File: config.mk
export PLATFORM = sky130hd
export DESIGN_NAME = stride_addr_gen
export DESIGN_NICKNAME = d
export VERILOG_FILES = /design/src/rtl/stride_addr_gen_pkg.sv /design/src/rtl/sag_count.sv /design/src/rtl/sag_step.sv /design/src/rtl/stride_addr_gen.sv
export SDC_FILE = /design/constraint.sdc
export NUM_CORES = 1
export LEC_CHECK = 0
export ABC_AREA = 1
export BUFFER_PORTS_ARGS = -buffer_cell sky130_fd_sc_hd__buf_4
export CAP_MARGIN = 20
export CORE_UTILIZATION = 45
export CTS_CLUSTER_DIAMETER = 30
export DETAILED_ROUTE_END_ITERATION = 10
export SLEW_MARGIN = 40
export SYNTH_ARGS = -nofsm -noshare
export SYNTH_HDL_FRONTEND = slang
export SYNTH_HIERARCHICAL = 1
export SYNTH_SLANG_ARGS = --single-unit
File: constraint.sdc
create_clock -name clk -period 8.9 [get_ports clk]
set_clock_uncertainty 0.05 [all_clocks]
set_input_delay 0 -clock clk [delete_from_list [all_inputs] [get_ports clk]]
set_output_delay 0 -clock clk [all_outputs]
set_load 0.05 [all_outputs]
File: src/rtl/stride_addr_gen_pkg.sv
package stride_addr_gen_pkg;

    localparam int CTRL_W = 32;
    localparam int BLK_W  = 14;
    localparam int STR_W  = 14;

    typedef enum logic [1:0] {
        MV_INC   = 2'd0,
        MV_DEC   = 2'd1,
        MV_FIXED = 2'd2,
        MV_BURST = 2'd3
    } move_e;

    typedef struct packed {
        logic [1:0]       size;
        move_e            mode;
        logic [BLK_W-1:0] blk_len;
        logic [STR_W-1:0] stride;
    } walk_cfg_t;

    function automatic walk_cfg_t decode_ctrl(input logic [CTRL_W-1:0] w);
        walk_cfg_t c;
        c.size    = w[31:30];
        c.mode    = move_e'(w[29:28]);
        c.blk_len = w[27:14];
        c.stride  = w[13:0];
        return c;
    endfunction

    function automatic logic [3:0] elem_bytes(input logic [1:0] size);
        return 4'd1 << size;
    endfunction

endpackage

File: src/rtl/sag_count.sv
module sag_count
    import stride_addr_gen_pkg::*;
#(
    parameter int CW = 16
) (
    input  logic             clk,
    input  logic             rst,
    input  logic             load,
    input  logic [CW-1:0]    count,
    input  logic             adv,
    input  logic [BLK_W-1:0] blk_len,
    output logic             is_last,
    output logic             blk_end
);

    logic [CW-1:0]    rem_q;
    logic [BLK_W-1:0] bcnt_q;

    assign is_last = (rem_q == CW'(1));
    assign blk_end = (blk_len != '0) && (bcnt_q == blk_len - BLK_W'(1));

    always_ff @(posedge clk) begin
        if (rst) begin
            rem_q  <= '0;
            bcnt_q <= '0;
        end else if (load) begin
            rem_q  <= count;
            bcnt_q <= '0;
        end else if (adv) begin
            rem_q  <= rem_q - CW'(1);
            bcnt_q <= blk_end ? '0 : bcnt_q + BLK_W'(1);
        end
    end

endmodule

File: src/rtl/sag_step.sv
module sag_step
    import stride_addr_gen_pkg::*;
#(
    parameter int AW = 32
) (
    input  logic [AW-1:0] cur,
    input  logic [AW-1:0] bstart,
    input  walk_cfg_t     cfg,
    input  logic          blk_end,
    output logic [AW-1:0] nxt_cur,
    output logic [AW-1:0] nxt_bstart
);

    logic [AW-1:0] esz;
    logic [AW-1:0] strd;

    assign esz  = AW'(elem_bytes(cfg.size));
    assign strd = AW'(cfg.stride);

    always_comb begin
        nxt_cur    = cur;
        nxt_bstart = bstart;
        unique case (cfg.mode)
            MV_INC, MV_BURST: begin
                if (blk_end) begin
                    nxt_bstart = bstart + strd;
                    nxt_cur    = bstart + strd;
                end else begin
                    nxt_cur = cur + esz;
                end
            end
            MV_DEC: begin
                if (blk_end) begin
                    nxt_bstart = bstart - strd;
                    nxt_cur    = bstart - strd;
                end else begin
                    nxt_cur = cur - esz;
                end
            end
            default: begin
                nxt_cur    = cur;
                nxt_bstart = bstart;
            end
        endcase
    end

endmodule

File: src/rtl/stride_addr_gen.sv
module stride_addr_gen
    import stride_addr_gen_pkg::*;
#(
    parameter int AW = 32,
    parameter int CW = 16
) (
    input  logic              clk,
    input  logic              rst,
    input  logic              start,
    input  logic [AW-1:0]     start_addr,
    input  logic [CW-1:0]     elem_count,
    input  logic [CTRL_W-1:0] ctrl_word,
    output logic              addr_valid,
    input  logic              addr_ready,
    output logic [AW-1:0]     addr,
    output logic              last,
    output logic              burst
);

    logic          active_q;
    logic [AW-1:0] cur_q;
    logic [AW-1:0] bstart_q;
    walk_cfg_t     cfg_q;

    logic          load;
    logic          adv;
    logic          is_last;
    logic          blk_end;
    logic [AW-1:0] nxt_cur;
    logic [AW-1:0] nxt_bstart;
    logic [AW-1:0] align_mask;

    assign load = start && !active_q && (elem_count != '0);
    assign adv  = active_q && addr_ready;

    sag_count #(.CW(CW)) u_count (
        .clk     (clk),
        .rst     (rst),
        .load    (load),
        .count   (elem_count),
        .adv     (adv),
        .blk_len (cfg_q.blk_len),
        .is_last (is_last),
        .blk_end (blk_end)
    );

    sag_step #(.AW(AW)) u_step (
        .cur        (cur_q),
        .bstart     (bstart_q),
        .cfg        (cfg_q),
        .blk_end    (blk_end),
        .nxt_cur    (nxt_cur),
        .nxt_bstart (nxt_bstart)
    );

    always_ff @(posedge clk) begin
        if (rst) begin
            active_q <= 1'b0;
            cur_q    <= '0;
            bstart_q <= '0;
            cfg_q    <= '0;
        end else if (load) begin
            active_q <= 1'b1;
            cur_q    <= start_addr;
            bstart_q <= start_addr;
            cfg_q    <= decode_ctrl(ctrl_word);
        end else if (adv) begin
            if (is_last) begin
                active_q <= 1'b0;
            end else begin
                cur_q    <= nxt_cur;
                bstart_q <= nxt_bstart;
            end
        end
    end

    assign align_mask = ~(AW'(elem_bytes(cfg_q.size)) - AW'(1));
    assign addr_valid = active_q;
    assign addr       = (cfg_q.mode == MV_BURST) ? (cur_q & align_mask) : cur_q;
    assign last       = active_q && is_last;
    assign burst      = active_q && (cfg_q.mode == MV_BURST);

endmodule

---- Yosys cells after proc, flatten, opt, wreduce, memory -nomap -nowiden ----
Cells that the tools add are included.
storage, ports and cells
  bits in registers ....................... 127
  bits in latches ......................... 0
  memory bits (writable) .................. 0
  ROM bits ................................ 0
  output and inout bits ................... 35
  memories kept ........................... 0
operators by class
  $add $sub $neg .......................... 8
  $mul .................................... 0
  div/mod/pow operators ................... 0
  order comparisons ....................... 0
  equal/unequal tests ..................... 7
  shift-type cells ........................ 1
  multiplexer cells ....................... 19
  bitwise logic cells ..................... 2
  reduce and logical (&&, ||, !) cells .... 18
operators by type and width
  cell                                                 count
  2-to-1 mux 32 bit                                    11
  case mux 32 bit (2 select lines)                     2
  adder 32 x 14 -> 32 bit                              1
  adder 32 x 4 -> 32 bit                               1
  bitwise AND 32 bit                                   1
  2-to-1 mux 16 bit                                    2
  inverter 32 bit                                      1
  subtractor 32 x 14 -> 32 bit                         1
  subtractor 32 x 4 -> 32 bit                          1
  == test 16 x 1 -> 1 bit (second input constant)      1
  nonzero test 16 bit                                  1
  subtractor 16 x 1 -> 16 bit (second input constant)  1
  adder 14 x 1 -> 14 bit (second input constant)       1
  == test 14 bit                                       1
  2-to-1 mux 14 bit                                    1
  nonzero test 14 bit                                  1
  subtractor 14 x 1 -> 14 bit (second input constant)  1
  logical AND 1 bit                                    6
  inequality test 3 bit (second input constant)        2
  AND reduction 5 bit                                  1
  subtractor 4 x 1 -> 5 bit (second input constant)    1
  nonzero test 2 bit                                   2
  OR reduction 2 bit                                   2
  left shift 1 x 2 -> 4 bit (first input constant)     1
  9 further kinds                                      11

---- Depth between registers and ports, before layout ----
Gate-level depths: netlist of the first run.
  depth after elaboration ................. 8
  depth in mapped cells ................... 28

---- Cells and area by module ----
Netlist of the first run, hierarchy kept.
by module, submodules not included
  module           times used  cells an instance  area each (um^2)
  sag_step         1           1546               7213.2
  stride_addr_gen  1           729                5038.6
  sag_count        1           410                2438.6

---- Worst setup path before layout of the first run ----
OpenSTA, ideal clock, no wires.
  path type ............................... register to register
  start point ............................. register cfg_q[14] in the netlist's numbering
  end point ............................... register bstart_q[22]
  library setup time ...................... 111 ps
  arrival time ............................ 2694 ps
  data required time ...................... 8739 ps
  setup slack ............................. 6044 ps
  stages on the path, launching flop included .. 24
  path buffers ............................ 3
  period minus slack after synthesis ...... 2856 ps
  cells stage by stage .................... dfxtp_1 inv_1 ha_1 nand2_1 inv_1 nor2_1 nand2_1 nor2_1 nand2_1 nor2_1 nand2_1 nor2_1 nand3_1 inv_1 buf_2 clkbuf_1 clkbuf_1 nand3_1 a21oi_1 nor2_1 nand2_1 nand2_1 nor2_2 nor2_1
on the way
  longest elaborated chain between the ends .. 5
  elaborated cells on any way between the ends .. 7
ends and longest elaborated chain
  what                                    line                   RTL
  start: declaration                      stride_addr_gen.sv:23  walk_cfg_t cfg_q;
  start signal: assignment                stride_addr_gen.sv:66  cfg_q <= decode_ctrl(ctrl_word);
  subtractor 14 x 1 -> 14 bit             sag_count.sv:20        assign blk_end = (blk_len != '0) && (bcnt_q == blk_len - BLK_W'(1));
  == test 14 bit                          sag_count.sv:20
  logical AND 1 bit *                     sag_count.sv:20
  net blk_end                             stride_addr_gen.sv:28  logic blk_end;
  inequality test 3 bit (no source line)  n/a
  AND reduction 5 bit (no source line) *  n/a
  end signal: assignment                  stride_addr_gen.sv:65  bstart_q <= start_addr;
  end signal: assignment                  stride_addr_gen.sv:72  bstart_q <= nxt_bstart;
  end: declaration                        stride_addr_gen.sv:22  logic [AW-1:0] bstart_q;
The timed path passes the listed nets; every way through them passes the cells marked *.
A chain may end at the register's enable or synchronous reset.

---- Worst setup path after layout of the first run ----
  start point ............................. register cfg_q[14] in the netlist's numbering
  end point ............................... register bstart_q[1]
The elaborated chain is that of the path after synthesis.

==> results by group, run 1 <==
Setup path
  • CP Launch Type: flip-flop
  • R2r endpoint: bstart_q[1]$_SDFFE_PP0P_
  • Worst-path maximum fanout: 62
  • R2R depth: 24
  • Worst R2R Start: cfg_q[14]$_SDFFE_PP0P_
  • Crit. End Element: flip-flop
  • Arrival time at the worst endpoint: 4.34 ns
  • CP Class: flip-flop to flip-flop
  • Register-to-register setup slack: 4.87 ns
  • CP required: 9.22 ns

Yosys
  • Post-synth cell types: 54
  • Multiplexer area fraction after synthesis: 0
  • Combinational family with the most area after synthesis: simple AND/OR/NAND/NOR gates
  • Gate Count Post-Synth: between 2,000 and 3,000
  • Syn Area/Cell: 5.47 sq um
  • Synth Area in Compound Gates: 0.0986
  • Ys async rst share: 0
  • Post-synth net total: 2,817
  • Xor/xnor share of the synthesized area: 0.0203
  • Synth Area in Simple Gates: 0.528
  • EDFF count, synth: 0
  • Synth Cell Area: 14,700 sq um
  • Synth Area in Adders: 0.0429
  • Synth warn: 6
  • Register bit total from synthesis: 127
  • Most common flop cell mapped by yosys: dfxtp_1
  • Sequential share of the synthesized area: 0.173

Timing
  • Slew Limit Fails: 0
  • Setup TNS: 0 ns
  • Max_slew headroom: 0.451
  • Tmin final: 4.03 ns
  • # setup viols final: 0
  • Worst hold slack: -0.00946 ns
  • Achievable Freq: 248 MHz
  • Final period utilization: 0.452
  • Worst-Margin Slew: 0.820 ns
  • Final Hold Violating Endpoints: 4
  • RSZ-0062 raised after global routing: no

Route
  • DR pass1 iterations: 6
  • Via Count: about 17,000
  • Final WL: about 58,000 um
  • 1st-iter DRT viols: 1,574
  • Via/cell ratio: 5.43
  • Routed wire per std cell: 18.0 um
  • Antenna-violating nets left: 0
  • DR DRC count: 0

Cells and area
  • P&R area growth vs syn: 14.0%
  • Post-route core utilization: 0.527
  • Ant. Diodes: 0
  • Layout cells sized above 1: 0.113
  • Fill count: 3,442
  • Design Area, Final: 16,700 sq um
  • Nets: roughly 2,900
  • Finished Layout Cells: 3,213
  • Most frequent cells in the layout: 869 x nand2_1, 357 x nor2_1, 279 x inv_1, 276 x nand3_1, 127 x dfxtp_1
  • Most common cell after layout, fill and taps aside: nand2_1

Worst hold path
  • WHS Path Cells: 5
  • Launch point of the worst hold path: start_addr[4]
  • Hold Path End: bstart_q[4]$_SDFFE_PP0P_
  • Worst Hold Class: primary input to flip-flop

Placed design
  • Placement Cell Area: ~15,000 sq um
  • GPL Wtd Cong: between 1 and 1.5
  • Dpl hpwl: 43,400 um
  • Placed Cells: 3,100
  • Port bufs: approximately 120

CTS
  • Clock Path Buffers: 2
  • CTS sink cnt: roughly 130
  • CTS buffer count: 17
  • Clock H-tree levels: 4
  • Clock root buffer: clkbuf_16
  • Worst skew pair latency: 0.47 ns
  • Clock transition at path regs: 0.07 ns
  • CTS tree: done
  • Post-cts sizing count: 0

Global routing
  • First-pass GRT wire length: 90,500 um
  • Largest net degree at the start of global routing: 97
  • GR Overflow Total: 0
  • Initial antenna violation count: 0
  • Vias in the first global route: 16,343
  • Total GRT Usage: 0.352

Outcome
  • Status: finished, violations left
  • Failing checks: negative hold slack

Floorplanning
  • Die X: 183 um
  • Initial core utilization: 0.462
  • Core Area: 31,800 sq um
  • Die H: ~180 um
  • IO Pins: 119
  • Die area: 33,400 sq um
  • Row Count: between 60 and 70

Power
  • VDD IR max: 0.137 mV
  • Lkg Pwr: between 8 and 9 nW
  • Pwr per Cell Area: about 150 nW/um^2

Job
  • Max Cap Viol: 0
-- critical path, stage by stage (launching register included) --
cell,delay [ns]
dfxtp_1,0.34
inv_1,0.13
ha_1,0.27
nand2_2,0.14
nor2_4,0.17
nand3_1,0.09
nand2_1,0.06
nand2_1,0.06
nor2_1,0.20
nand3_1,0.14
inv_2,0.06
buf_4,0.58
inv_1,0.09
buf_4,0.33
nor2_2,0.18
buf_4,0.35
nand2_1,0.09
o21ai_0,0.08
inv_1,0.07
o22ai_1,0.11
inv_1,0.06
nand2_1,0.06
nand2_1,0.07
nor2_2,0.08
nor2_1,0.05
-- layer usage --
metal | up-vias | share of wire | GRT usage
li1 | 8641 | - | -
met4 | 0 | 0.047 | 0.175
met2 | 683 | 0.47 | 0.608
met3 | 131 | 0.058 | 0.0423
met1 | 8000 | 0.42 | 0.429
met5 | - | 0 | 0
-- cells in the mapped netlist (3+ instances only) --
library cell | number | area share
nor3_2 | 11 | 0.0075
xor2_1 | 23 | 0.014
a21oi_1 | 95 | 0.032
buf_12 | 6 | 0.0082
nor4_1 | 3 | 0.0013
nand3_1 | 276 | 0.094
clkbuf_2 | 5 | 0.0017
nor3_1 | 24 | 0.0082
nor2_1 | 359 | 0.092
o21ai_1 | 41 | 0.014
nand4_1 | 39 | 0.017
a21oi_2 | 5 | 0.0030
clkbuf_1 | 66 | 0.017
buf_1 | 6 | 0.0015
buf_2 | 39 | 0.013
nor2_2 | 71 | 0.030
ha_1 | 44 | 0.037
inv_1 | 281 | 0.072
buf_6 | 13 | 0.010
a31oi_1 | 17 | 0.0072
o22ai_1 | 4 | 0.0017
a22oi_1 | 9 | 0.0046
nand2_1 | 870 | 0.22
buf_4 | 13 | 0.0066
nand3b_1 | 65 | 0.033
nor2_4 | 8 | 0.0061
inv_2 | 22 | 0.0056
o21ai_0 | 78 | 0.027
xnor2_1 | 11 | 0.0066
nand2_4 | 3 | 0.0023
fa_1 | 4 | 0.0055
nand2_2 | 18 | 0.0077
dfxtp_1 | 127 | 0.17
-- what timing repair did --
item                      4_1_cts  5_1_grt
setup buffers                   0        0
hold buffers                   80        0
hold endpoints to repair       91        0
-- where the power goes --
| group | internal, mW | leakage, nW | switching (mW) | total, mW |
|---|---|---|---|---|
| Combinational | 0.369 | 7.05 | 0.755 | 1.12 |
| Clock | 0.372 | 0.270 | 0.325 | 0.697 |
| Sequential | 0.620 | 1.05 | 0.101 | 0.721 |
| Total | 1.36 | 8.37 | 1.18 | 2.54 |
-- worst max-delay path by stage --
stage | start | to | slack (ns) | cells past startpoint
floorplan | cfg_q[14]$_SDFFE_PP0P_ | bstart_q[22]$_SDFFE_PP0P_ | 6.04 | 23
global placement | cfg_q[14]$_SDFFE_PP0P_ | bstart_q[1]$_SDFFE_PP0P_ | 4.93 | 24
detailed placement | cfg_q[14]$_SDFFE_PP0P_ | bstart_q[1]$_SDFFE_PP0P_ | 4.88 | 24
CTS | elem_count[13] | u_count/rem_q[10]$_SDFFE_PP0P_ | 4.66 | 14
global route | cfg_q[14]$_SDFFE_PP0P_ | cur_q[23]$_SDFFE_PP0P_ | 4.28 | 25
finish | cfg_q[14]$_SDFFE_PP0P_ | bstart_q[1]$_SDFFE_PP0P_ | 4.87 | 24
-- area by class of cell --
| type | instances | area [sq um] | area share |
|---|---|---|---|
| Multi-Input combinational cell | 2104 | 10200 | 0.606 |
| Sequential cell | 127 | 2540 | 0.152 |
| Inverter | 305 | 1150 | 0.0685 |
| Timing Repair Buffer | 210 | 1800 | 0.107 |
| Clock inverter | 14 | 123 | 0.00732 |
| Tap cell | 435 | 544 | 0.0325 |
| Clock buffer | 18 | 439 | 0.0262 |
-- registers in the layout, summed over array words and instances (netlist names) --
register        count
bstart_q           32
addr_valid          1
u_count/bcnt_q     14
cfg_q              32
cur_q              32
u_count/rem_q      16
-- kinds of logic (layout without fill, tap and decap cells) --
group	Yosys count	in the layout
compound gates	264	264
xor+xnor	34	34
simple gates	1758	1758
fa+ha+maj	48	48
buf+inv	454	547
flops	127	127
-- stage by stage --
step	total power [mW]	setup WS, ns
after floorplan	1.52	6.04
after global placement	1.79	4.93
after detailed placement	1.80	4.88
after CTS	2.53	4.66
after global routing	2.71	4.28
final	2.54	4.87
(Power assumes the default switching activity.)
==> inputs of run 2 (changes only) <==
clock period = 3.8 ns   (was 8.9 ns; I/O delays follow)
==> results by group, run 2 (synthesis results as in run 1) <==
Global routing
  • First-pass GRT wire length: 92,100 um (+1.7%)
  • GR Util met1: 0.418 (-0.0105)
  • Vias in the first global route: 16,831 (+3.0%)
  • GR Overflow Total: 0 (unchanged)
  • Initial antenna violation count: 0 (unchanged)
  • Total GRT Usage: 0.359 (+0.00700)
  • Largest net degree at the start of global routing: 164 (+69%)
  • Grt met2 use: 0.634 (+0.0266)
  • GRT Max-Usage Layer: met2
  • GR Util met3: 0.0537 (+0.0114)

CTS
  • Clock Path Buffers: 2 (unchanged)
  • CTS tree: done
  • Clock root buffer: clkbuf_16
  • CTS sink cnt: 127 (unchanged)
  • Clock H-tree levels: 4 (unchanged)
  • CTS buffer count: 17 (unchanged)
  • Clock transition at path regs: 0.06 ns (about the same)
  • Post-CTS setup buffer count: 0 (unchanged)
  • Worst skew pair latency: 0.45 ns (-0.02 ns)

Setup path
  • Slowest-stage cell, CP: buf_4
  • Max stage delay on crit path: 0.50 ns (-0.08 ns)
  • Crit. End Element: flip-flop
  • CP required: 4.09 ns (-5.13 ns)
  • Arrival time at the worst endpoint: 3.76 ns (-0.58 ns)
  • Register-to-register setup slack: 0.33 ns (-4.54 ns)
  • CP Launch Type: flip-flop
  • CP Class: flip-flop to flip-flop
  • CP most frequent cell: nand2_1
  • CP Cell Sequence: inv_1 -> ha_1 -> nand2_1 -> inv_1 -> nor2_1 -> nand2_1 -> nor2_1 -> nand2_1 -> nor2_1 -> nand2_1 -> nor2_1 -> nand3_1 -> inv_2 -> buf_4 -> nand3_1 -> nand2_1 -> nand3_1 -> nand2_1 -> inv_1 -> nand2_1 -> nand2_1 -> nor2_2 -> nor2_1
  • Worst-path maximum fanout: 47 (-24%)

Floorplanning
  • Die H: 183 um (unchanged)
  • Die X: 183 um (unchanged)
  • Core Area: 31,800 sq um (unchanged)
  • Die area: 33,400 sq um (unchanged)
  • IO Pins: 119 (unchanged)
  • Initial core utilization: 0.462 (unchanged)
  • Row Count: 65 (unchanged)

Power
  • VDD IR max: 0.346 mV (+150%)
  • Clock group share of total power: 0.284 (+0.010)
  • Lkg Pwr: 8.44 nW (+0.91%)
  • Gate power share: 0.441 (about the same)
  • Internal Pwr Total: 3.34 mW (+150%)
  • Switching Share: 0.456 (-0.00871)
  • Switch Pwr: 2.80 mW (+140%)
  • Seq pwr share: 0.275 (-0.009)
  • Power Total: 6.14 mW (+140%)
  • Pwr per Cell Area: 364 nW/um^2 (+140%)

Route
  • DR DRC count: 0 (unchanged)
  • Routed wire per std cell: 18.7 um (+3.9%)
  • Antenna-violating nets left: 0 (unchanged)
  • Via/cell ratio: 5.48 (+0.91%)
  • Final WL: 60,300 um (+4.1%)
  • Via Count: 17,646 (+1.1%)
  • DR pass1 iterations: 6 (unchanged)
  • 1st-iter DRT viols: 1,574 (unchanged)

Timing
  • RSZ-0062 raised after global routing: no
  • Setup TNS: 0 ns (unchanged)
  • Slew Limit Fails: 0 (unchanged)
  • Max_slew headroom: 0.471 (+0.0191)
  • Final Hold Violating Endpoints: 0 (-4)
  • # setup viols final: 0 (unchanged)
  • Final period utilization: 0.913 (+0.461)
  • Achievable Freq: 288 MHz (+16%)
  • Tmin final: 3.47 ns (-0.556 ns)
  • Worst-Margin Slew: 0.794 ns (-0.0258 ns)

Cells and area
  • Nets: 2,903 (+0.21%)
  • Post-route core utilization: 0.530 (+0.00378)
  • Ant. Diodes: 0 (unchanged)
  • Top Registers: bstart_q x32, cfg_q x32, cur_q x32
  • P&R area growth vs syn: 14.8%
  • Most common cell after layout, fill and taps aside: nand2_1
  • Layout cells sized above 1: 0.116 (+0.00227)
  • Most frequent cells in the layout: 869 x nand2_1, 358 x nor2_1, 279 x inv_1, 276 x nand3_1, 133 x buf_4

Worst hold path
  • Worst Hold Class: primary input to flip-flop

Job
  • Max Cap Viol: 0 (unchanged)

Placed design
  • Dpl hpwl: 44,300 um (+2.1%)
  • Port bufs: 118 (unchanged)
  • GPL Wtd Cong: 1.02 (+1.3%)

Outcome
  • Status: finished clean
[run 2: cell types whose count changed in the layout (fill, tap and decap cells not counted), moves of 2 or more]
cell           before  now
buf_4             126  133
buf_12              0    5
buf_6               3    0
bufinv_16           0    2
dlygate4sd3_1      80   78
inv_8               3    1
nand2_4             3    5
[run 2: timing repair]
action / CTS / global route
resized for setup: 0 / 0
endpoints found under the hold margin: 88 / 0
hold buffers: 78 / 0
[run 2: power groups by stage]
| stage | Sequential (mW) | Combinational, mW | Clock (mW) |
|---|---|---|---|
| CTS | 1.68 | 2.65 | 1.76 |
| floorplan | 1.59 | 1.97 | 0 |
| global route | 1.71 | 2.98 | 1.82 |
| detailed placement | 1.71 | 2.57 | 0 |
| global placement | 1.71 | 2.56 | 0 |
| finish | 1.69 | 2.71 | 1.74 |
[run 2: layout make-up]
| class | instances | area (sq um) |
|---|---|---|
| flip-flops and latches | 127 | 2540 |
| fillers | 3410 | 14900 |
| well taps | 435 | 544 |
| multi-input cells | 2104 | 10200 |
| repair buffers | 216 | 1880 |
| clock inverters | 13 | 154 |
| clock buffers | 19 | 453 |
| inverters | 305 | 1140 |
[run 2: worst paths after layout]
check,from,end,cells after the start
max,cfg_q[14]$_SDFFE_PP0P_,bstart_q[25]$_SDFFE_PP0P_,23
min reg2reg,cfg_q[4]$_SDFFE_PP0P_,cfg_q[4]$_SDFFE_PP0P_,2
min,start_addr[10],bstart_q[10]$_SDFFE_PP0P_,5
max reg2reg,cfg_q[14]$_SDFFE_PP0P_,bstart_q[25]$_SDFFE_PP0P_,23
[run 2: per-layer routing]
layer | wire [um] | part of all wire
met3 | 3950 | 0.065
met4 | 2930 | 0.049
met2 | 29200 | 0.48
met1 | 24200 | 0.40
met5 | 0 | 0
[run 2: critical path: cells and delay by family, from the launching register on]
family | cells | cell delay (ns)
adder cells (fa/ha/maj) | 1 | 0.32
AND/OR/NAND/NOR | 17 | 1.72
buffers and inverters | 5 | 0.81
flip-flops | 1 | 0.38
[run 2: per-stage QoR]
step	worst slack, ns	hold slack, ns	std cells	instance area, sq um
after floorplan	0.944	0.0191	2685	14700
after CTS	0.401	0.00466	3219	16900
after global routing	0.0895	0.0323	3219	16900
final	0.329	0.0130	3219	16900
after global placement	0.391	0.185	3109	15500
after detailed placement	0.429	0.192	3109	15500
==> inputs of run 3 (changes only) <==
PLACE_DENSITY_LB_ADDON = 0.25   (was default)
==> results by group, run 3 (synthesis results as in run 1) <==
Outcome
  • Status: finished clean

Cells and area
  • Ant. Diodes: 0 (unchanged)
  • Post-route core utilization: 0.531 (+0.000590)
  • Most frequent cells in the layout: 869 x nand2_1, 358 x nor2_1, 279 x inv_1, 276 x nand3_1, 135 x buf_4
  • P&R area growth vs syn: 15.0%
  • Multi-input gate area: 10,200 sq um (unchanged)
  • Layout cells sized above 1: 0.116 (+0.000677)
  • Top Registers: bstart_q x32, cfg_q x32, cur_q x32
  • Most common cell after layout, fill and taps aside: nand2_1
  • Storage cell area: 2540 sq um (unchanged)
  • Fill count: 3,375 (-1.0%)
  • Nets: 2,905 (+0.069%)

Route
  • Routed wire per std cell: 18.4 um (-1.8%)
  • DR DRC count: 0 (unchanged)
  • Final WL: 59,200 um (-1.8%)
  • DR pass1 iterations: 6 (unchanged)
  • Antenna-violating nets left: 0 (unchanged)
  • 1st-iter DRT viols: 1,552 (-1.4%)
  • Via/cell ratio: 5.48 (about the same)
  • Via Count: 17,640 (-0.034%)

Setup path
  • R2R depth: 25 (+8.7%)
  • CP Class: flip-flop to flip-flop
  • Crit. End Element: flip-flop
  • Slowest-stage cell, CP: dfxtp_1
  • Worst-path maximum fanout: 22 (-53%)
  • CP most frequent cell: nand2_1
  • Arrival time at the worst endpoint: 3.73 ns (-0.03 ns)
  • CP Launch Type: flip-flop
  • CP required: 4.14 ns (+0.05 ns)
  • Max stage delay on crit path: 0.38 ns (-0.12 ns)
  • Register-to-register setup slack: 0.42 ns (+0.09 ns)

Placed design
  • Dpl hpwl: 44,600 um (+0.59%)
  • GPL Wtd Cong: 1.05 (+2.7%)
  • Port bufs: 118 (unchanged)

CTS
  • CTS tree: done
  • Clock H-tree levels: 4 (unchanged)
  • Clock Path Buffers: 2 (unchanged)
  • Post-cts sizing count: 0 (unchanged)
  • CTS sink cnt: 127 (unchanged)
  • CTS buffer count: 17 (unchanged)
  • Post-CTS setup buffer count: 0 (unchanged)
  • Worst skew pair latency: 0.46 ns (about the same)
  • Clock transition at path regs: 0.06 ns (about the same)
  • Clock root buffer: clkbuf_16
  • # hold bufs at CTS: 77 (-1.3%)

Floorplanning
  • IO Pins: 119 (unchanged)
  • Die area: 33,400 sq um (unchanged)
  • Die H: 183 um (unchanged)
  • Core Area: 31,800 sq um (unchanged)
  • Row Count: 65 (unchanged)
  • Initial core utilization: 0.462 (unchanged)
  • Die X: 183 um (unchanged)

Global routing
  • Vias in the first global route: 16,606 (-1.3%)
  • First-pass GRT wire length: 91,800 um (-0.31%)
  • Total GRT Usage: 0.359 (about the same)
  • GR Overflow Total: 0 (unchanged)
  • Initial antenna violation count: 0 (unchanged)
  • Largest net degree at the start of global routing: 164 (unchanged)

Worst hold path
  • Worst Hold Class: primary input to flip-flop
  • WHS Path Cells: 5 (unchanged)

Timing
  • Max_slew headroom: 0.483 (+0.0125)
  • Final Hold Violating Endpoints: 0 (unchanged)
  • Tmin final: 3.38 ns (-0.0872 ns)
  • Achievable Freq: 296 MHz (+2.6%)
  • Final period utilization: 0.890 (-0.0229)
  • Setup TNS: 0 ns (unchanged)
  • Slew Limit Fails: 0 (unchanged)
  • # setup viols final: 0 (unchanged)
  • Worst-Margin Slew: 0.775 ns (-0.0187 ns)
  • RSZ-0062 raised after global routing: no

Power
  • Pwr per Cell Area: 362 nW/um^2 (-0.44%)
  • Lkg Pwr: 8.46 nW (+0.17%)
  • VDD IR max: 0.408 mV (+18%)

Job
  • Max Cap Viol: 0 (unchanged)
## run 3: cell types whose count changed in the layout (fill, tap and decap cells not counted), sizes merged
cell | previous run | this run
inv | 307 | 311
buf | 138 | 141
clkinv | 5 | 2
clkinvlp | 4 | 2
dlygate4sd3 | 78 | 77
## run 3: layout make-up
| type | count | area share |
|---|---|---|
| Multi-Input combinational cell | 2104 | 0.601 |
| Sequential cell | 127 | 0.151 |
| Timing Repair Buffer | 218 | 0.113 |
| Inverter | 305 | 0.0678 |
| Tap cell | 435 | 0.0322 |
| Clock buffer | 19 | 0.0268 |
| Clock inverter | 12 | 0.00874 |
## run 3: stage by stage
step	total power, mW	hold WS [ns]	std cells	setup slack, ns	instance area (sq um)
floorplan	3.56	0.0191	2685	0.944	14700
global placement	4.25	0.188	3112	0.494	15500
detailed placement	4.27	0.193	3112	0.496	15500
CTS	6.09	0.00529	3220	0.465	16900
global route	6.50	0.0423	3220	0.0952	16900
finish	6.12	0.0243	3220	0.417	16900
## run 3: worst max-delay path, delay by kind of cell, from the launching register on
family	cells	cell delay (ns)
DFF	1	0.38
and+or+nand+nor	17	1.41
AOI/OAI and AO/OA	2	0.39
adders and majority gates	1	0.32
buffers and inverters	5	0.78
## run 3: where the power goes
part	switching (mW)	internal (mW)	leakage (nW)
clock	0.728	1.01	0.290
combinational	1.81	0.877	7.12
sequential	0.237	1.45	1.05
total	2.77	3.34	8.46
## run 3: path summary, 6_finish.rpt
| kind | end | from |
|---|---|---|
| max | cur_q[29]$_SDFFE_PP0P_ | cfg_q[14]$_SDFFE_PP0P_ |
| max reg2reg | cur_q[29]$_SDFFE_PP0P_ | cfg_q[14]$_SDFFE_PP0P_ |
| min reg2reg | cfg_q[4]$_SDFFE_PP0P_ | cfg_q[4]$_SDFFE_PP0P_ |
| min | cur_q[12]$_SDFFE_PP0P_ | start_addr[12] |
## run 3: layer usage
layer / share of wire / global-route usage
met1: 0.40 / 0.411
met2: 0.47 / 0.622
met3: 0.065 / 0.0483
met4: 0.065 / 0.240
met5: 0 / 0
